--- src/rtl/ps2_rx_pkg.sv ---
package ps2_rx_pkg;

  localparam int FRAME_BITS = 11;
  localparam int CNT_W      = $clog2(FRAME_BITS);

  // Bit order on the wire: start first, stop last.
  typedef struct packed {
    logic       stop;
    logic       par;
    logic [7:0] data;
    logic       start;
  } ps2_frame_t;

  function automatic logic frame_ok(ps2_frame_t f);
    return (!f.start) && f.stop && (^{f.data, f.par});
  endfunction

endpackage

--- src/rtl/ps2_line_filt.sv ---
module ps2_line_filt #(
  parameter int FILTER_LEN = 8
) (
  input  logic clk,
  input  logic rst,
  input  logic raw,
  output logic clean
);
  localparam int CW = $clog2(FILTER_LEN + 1);

  logic       s1, s2;
  logic [CW-1:0] run;

  always_ff @(posedge clk) begin
    if (rst) begin
      s1    <= 1'b1;
      s2    <= 1'b1;
      clean <= 1'b1;
      run   <= '0;
    end else begin
      s1 <= raw;
      s2 <= s1;
      if (s2 != clean) begin
        if (run == CW'(FILTER_LEN - 1)) begin
          clean <= s2;
          run   <= '0;
        end else begin
          run <= run + 1'b1;
        end
      end else begin
        run <= '0;
      end
    end
  end

endmodule

--- src/rtl/ps2_frame_shift.sv ---
module ps2_frame_shift
  import ps2_rx_pkg::*;
#(
  parameter int IDLE_LIMIT = 4800
) (
  input  logic             clk,
  input  logic             rst,
  input  logic             fall,
  input  logic             bit_in,
  output logic             done,
  output logic [7:0]       byte_out,
  output logic [CNT_W-1:0] bit_cnt
);
  localparam int IW = $clog2(IDLE_LIMIT + 1);

  logic [FRAME_BITS-1:0] sh;
  logic [IW-1:0]         idle;
  ps2_frame_t            full;

  assign full = ps2_frame_t'({bit_in, sh[FRAME_BITS-1:1]});

  always_ff @(posedge clk) begin
    if (rst) begin
      sh       <= '0;
      idle     <= '0;
      bit_cnt  <= '0;
      done     <= 1'b0;
      byte_out <= '0;
    end else begin
      done <= 1'b0;
      if (fall) begin
        idle <= '0;
        sh   <= {bit_in, sh[FRAME_BITS-1:1]};
        if (bit_cnt == CNT_W'(FRAME_BITS - 1)) begin
          bit_cnt  <= '0;
          done     <= frame_ok(full);
          byte_out <= full.data;
        end else begin
          bit_cnt <= bit_cnt + 1'b1;
        end
      end else if (bit_cnt != '0) begin
        if (idle == IW'(IDLE_LIMIT - 1)) begin
          idle    <= '0;
          bit_cnt <= '0;
        end else begin
          idle <= idle + 1'b1;
        end
      end else begin
        idle <= '0;
      end
    end
  end

endmodule

--- src/rtl/ps2_code_hold.sv ---
module ps2_code_hold (
  input  logic       clk,
  input  logic       rst,
  input  logic       done,
  input  logic [7:0] byte_in,
  input  logic       rd,
  output logic [7:0] code,
  output logic       ready
);
  always_ff @(posedge clk) begin
    if (rst) begin
      code  <= '0;
      ready <= 1'b0;
    end else if (done) begin
      code  <= byte_in;
      ready <= 1'b1;
    end else if (rd) begin
      ready <= 1'b0;
    end
  end
endmodule

--- src/rtl/ps2_scan_rx.sv ---
module ps2_scan_rx
  import ps2_rx_pkg::*;
#(
  parameter int FILTER_LEN = 8,
  parameter int IDLE_LIMIT = 4800
) (
  input  logic       clk,
  input  logic       rst,
  input  logic       kb_clk,
  input  logic       kb_data,
  input  logic       rd,
  output logic [7:0] code,
  output logic       ready
);
  logic             clk_f, data_f, clk_q, fall;
  logic             fr_done;
  logic [7:0]       fr_byte;
  logic [CNT_W-1:0] fr_cnt;

  ps2_line_filt #(.FILTER_LEN(FILTER_LEN)) u_fclk (
    .clk(clk), .rst(rst), .raw(kb_clk), .clean(clk_f));
  ps2_line_filt #(.FILTER_LEN(FILTER_LEN)) u_fdat (
    .clk(clk), .rst(rst), .raw(kb_data), .clean(data_f));

  always_ff @(posedge clk) begin
    if (rst) clk_q <= 1'b1;
    else     clk_q <= clk_f;
  end
  assign fall = clk_q & ~clk_f;

  ps2_frame_shift #(.IDLE_LIMIT(IDLE_LIMIT)) u_shift (
    .clk(clk), .rst(rst), .fall(fall), .bit_in(data_f),
    .done(fr_done), .byte_out(fr_byte), .bit_cnt(fr_cnt));

  ps2_code_hold u_hold (
    .clk(clk), .rst(rst), .done(fr_done), .byte_in(fr_byte),
    .rd(rd), .code(code), .ready(ready));

endmodule

--- config.mk ---
export PLATFORM = sky130hd
export DESIGN_NAME = ps2_scan_rx
export DESIGN_NICKNAME = d
export VERILOG_FILES = /design/src/rtl/ps2_rx_pkg.sv /design/src/rtl/ps2_line_filt.sv /design/src/rtl/ps2_frame_shift.sv /design/src/rtl/ps2_code_hold.sv /design/src/rtl/ps2_scan_rx.sv
export SDC_FILE = /design/constraint.sdc
export NUM_CORES = 1
export LEC_CHECK = 0
export ABC_AREA = 0
export BUFFER_PORTS_ARGS = -buffer_cell sky130_fd_sc_hd__buf_2
export CAP_MARGIN = 20
export CORE_MARGIN = 2
export CORE_UTILIZATION = 30
export CTS_CLUSTER_SIZE = 40
export DETAILED_ROUTE_END_ITERATION = 8
export GPL_ROUTABILITY_DRIVEN = 0
export PLACE_DENSITY = 0.53
export SYNTH_ARGS = -nofsm -noshare
export SYNTH_HDL_FRONTEND = slang
export SYNTH_SLANG_ARGS = --single-unit
--- constraint.sdc ---
create_clock -name clk -period 1.92 [get_ports clk]
set_clock_uncertainty 0.05 [all_clocks]
set_input_delay 0.192 -clock clk [delete_from_list [all_inputs] [get_ports clk]]
set_output_delay 0.192 -clock clk [all_outputs]
set_load 0.03 [all_outputs]
==> results.ini <==
[routing]
drt_iter0_drc=64
vias=1726
ant_nets=0
drt_wl_total_um=3950
drc=0
first_pass_iters=6
detail_route.wl_per_cell_um=10.2
vias_per_cell=4.45

[pwr]
power_mw=2.53
pwr-share-clk_pct=49.4
power_switching_mw=0.535
p_leak_nw=1.03
p_seq_share_pct=49.4
power.density_mw_per_mm2=895
combPwrFrac_pct=1.2
vdd_drop_max_uv=319
p_int_mw=2.00
sw_frac_of_total_pct=21.1

[global_route]
groute.usage.overall_pct=10.6
grt_pass1_vias=1713
grt_pass1_wl_um=7310
grt_start_max_net_pins=22
gr-total-overflow=0
antenna_found_initial=0

[clocking]
cts_made_buffers=9
cts-resized-gates=0
htreeDepth=3
cts.sinks=60
cts_tree=done
clock_path_buffers=2
path_clk_slew_ns=0.07
clk-insertion-delay-late_ns=0.34
clock-root-buffer=clkbuf_8

[timing]
final_hold_viol_count=0
tightest_slew_ns=0.520
setup_tns_ns=0
period_needed_ns=1.78
rsz0062_at_grt=false
slew_headroom_pct=65.3
max_freq_mhz=561
drv_slew=0
finalSetupViolations=0
timing.hold.ws_ns=0.0974
min_period_over_period_pct=92.8

[placement]
postPlaceCellArea_mm2=0.00259
hpwl_um=2700
place_inst=370
io_buffers=13

[worst_setup_path]
path_class=reg -> reg
rrSetupSlack_ns=0.14
cp_cell_sequence=or4b_1, or4_4, o2111ai_1, o21ai_1
rr_worst_depth=4
crit_slowest_cell=or4b_1
r2r-end=u_shift.bit_cnt[2]$_SDFFE_PP0P_
reg2reg_from=u_shift.idle[10]$_SDFF_PP0_
cp-start-kind=register
path_max_fanout=4
cp_data_arrival_time_ns=1.95
end_kind=register
critPathRequiredTime_ns=2.09
slowest_delay_ns=0.51

[final_layout]
design_area_mm2=0.00283
fin_nets=292
diodes=0
multi_input_area_mm2=0.00112
syn2layout_area_growth_pct=18.3
mostFrequentLayoutCells=dfxtp_1, nor2_1, nand2_1
drive_above_1_share_pct=15.0
fill_cells=790
seq_area_mm2=0.00120
final_common_cell=dfxtp_1
stdcell_count=388

[synthesis]
yosys_register_bits=60
syn_area_per_cell_um2=9.28
syn_area_mm2=0.00239
yosysWarnings=0
synth.distinct_cells=38
synth_ff_type=dfxtp_1
yosysTopAreaCellShare_pct=50.2
ys_seq_area_share_pct=50.2
syn_inst=258
postSynth.asyncResetShare_pct=0
synth_edf_count=0
synth.area.top_cells=dfxtp_1, mux2i_1, nor2_1
synth_nets=269
synth_top_cell_by_area=dfxtp_1

[hold_path]
worstHoldStart=rd
hp-class=in -> reg
holdPathEnd=u_hold.ready$_SDFFE_PP0P_
hold-path-cell-count=4

[floorplan]
row_count=32
coreArea_mm2=0.00773
initial_core_util_pct=31.0
ios=14
dieArea_mm2=0.00871
die_x_um=93.3
die_height_um=93.3

[job]
cap_violations=0

[run_status]
status=finished, final reports clean

state kept, by name, summed over array words and instances, names as in the netlist:
signal,cells
u_shift.bit_cnt,4
u_hold.code,8
u_fdat.clean,1
u_shift.sh,10
u_hold.ready,1
clk_q,1
u_shift.idle,13
u_fclk.s1,1
u_fdat.s2,1
u_fdat.s1,1
u_fclk.run,4
u_fclk.clean,1
u_shift.done,1
u_fdat.run,4
u_shift.byte_out,8
u_fclk.s2,1
worst max path at each step:
| stage | startpoint | to | slack, ns | depth (start not counted) |
|---|---|---|---|---|
| floorplan | u_shift.idle[10]$_SDFF_PP0_ | u_shift.bit_cnt[2]$_SDFFE_PP0P_ | 0.24 | 4 |
| global placement | u_shift.idle[10]$_SDFF_PP0_ | u_shift.bit_cnt[1]$_SDFFE_PP0P_ | 0.17 | 4 |
| detailed placement | u_shift.idle[10]$_SDFF_PP0_ | u_shift.idle[5]$_SDFF_PP0_ | 0.13 | 4 |
| CTS | u_shift.idle[10]$_SDFF_PP0_ | u_shift.idle[12]$_SDFF_PP0_ | 0.12 | 4 |
| global route | u_shift.bit_cnt[0]$_SDFFE_PP0P_ | u_shift.byte_out[5]$_SDFFE_PP0P_ | 0.04 | 6 |
| finish | u_shift.idle[10]$_SDFF_PP0_ | u_shift.bit_cnt[2]$_SDFFE_PP0P_ | 0.14 | 4 |
per-stage QoR:
step / worst slack, ns / util, %
6_report: 0.138 / 36.7
5_1_grt: 0.0355 / 36.7
4_1_cts: 0.123 / 36.7
3_5_place_dp: 0.128 / 33.5
3_3_place_gp: 0.166 / 33.5
2_1_floorplan: 0.237 / -
critical path, delay by kind of cell (launching register included):
family / cells / cell delay (ns)
AOI/OAI and AO/OA: 2 / 0.31
DFF: 1 / 0.33
and+or+nand+nor: 2 / 0.97
cell usage after synthesis, types with 4 or more instances:
master,count
nand2_1,33
nand3_1,8
xnor2_1,15
or2_2,5
ha_1,6
nor3_1,4
dfxtp_1,60
clkbuf_1,7
a21oi_1,13
nand4_1,4
mux2i_1,17
inv_1,8
nor2_1,41
xor2_1,8
logic make-up after synthesis:
| kind of cell | synth area share, % |
|---|---|
| compound gates | 4.91 |
| xor+xnor | 9.36 |
| fa+ha+maj | 3.14 |
| buf+inv | 3.03 |
| flops | 50.2 |
| mux | 7.11 |
| simple gates | 22.3 |
layer usage:
layer | global-route usage (%) | up-vias | routed length (µm)
li1 | - | 903 | -
met3 | 3.63 | 7 | 123
met4 | 5.51 | 0 | 60
met5 | 0 | - | 0
met2 | 16.9 | 19 | 1840
met1 | 12.5 | 797 | 1920
cell type report:
type	instances	share of cell area [%]
Inverter	8	1.06
Sequential cell	60	42.4
Clock buffer	9	4.37
Multi-Input combinational cell	181	39.5
Clock inverter	7	3.53
Tap cell	102	4.51
Timing Repair Buffer	21	4.59
power by group through the flow:
stage	clock network, mW	registers, mW	logic [mW]
floorplan	0	1.28	0.0191
global placement	0	1.28	0.0292
detailed placement	0	1.28	0.0296
CTS	1.30	1.25	0.0328
global route	1.34	1.25	0.0360
finish	1.25	1.25	0.0315
repair_timing:
item | in CTS | in global routing
hold buffers | 2 | 0
setup buffers | 0 | 0
endpoints found under the hold margin | 2 | 0
Power figures use the tool's default switching activity.
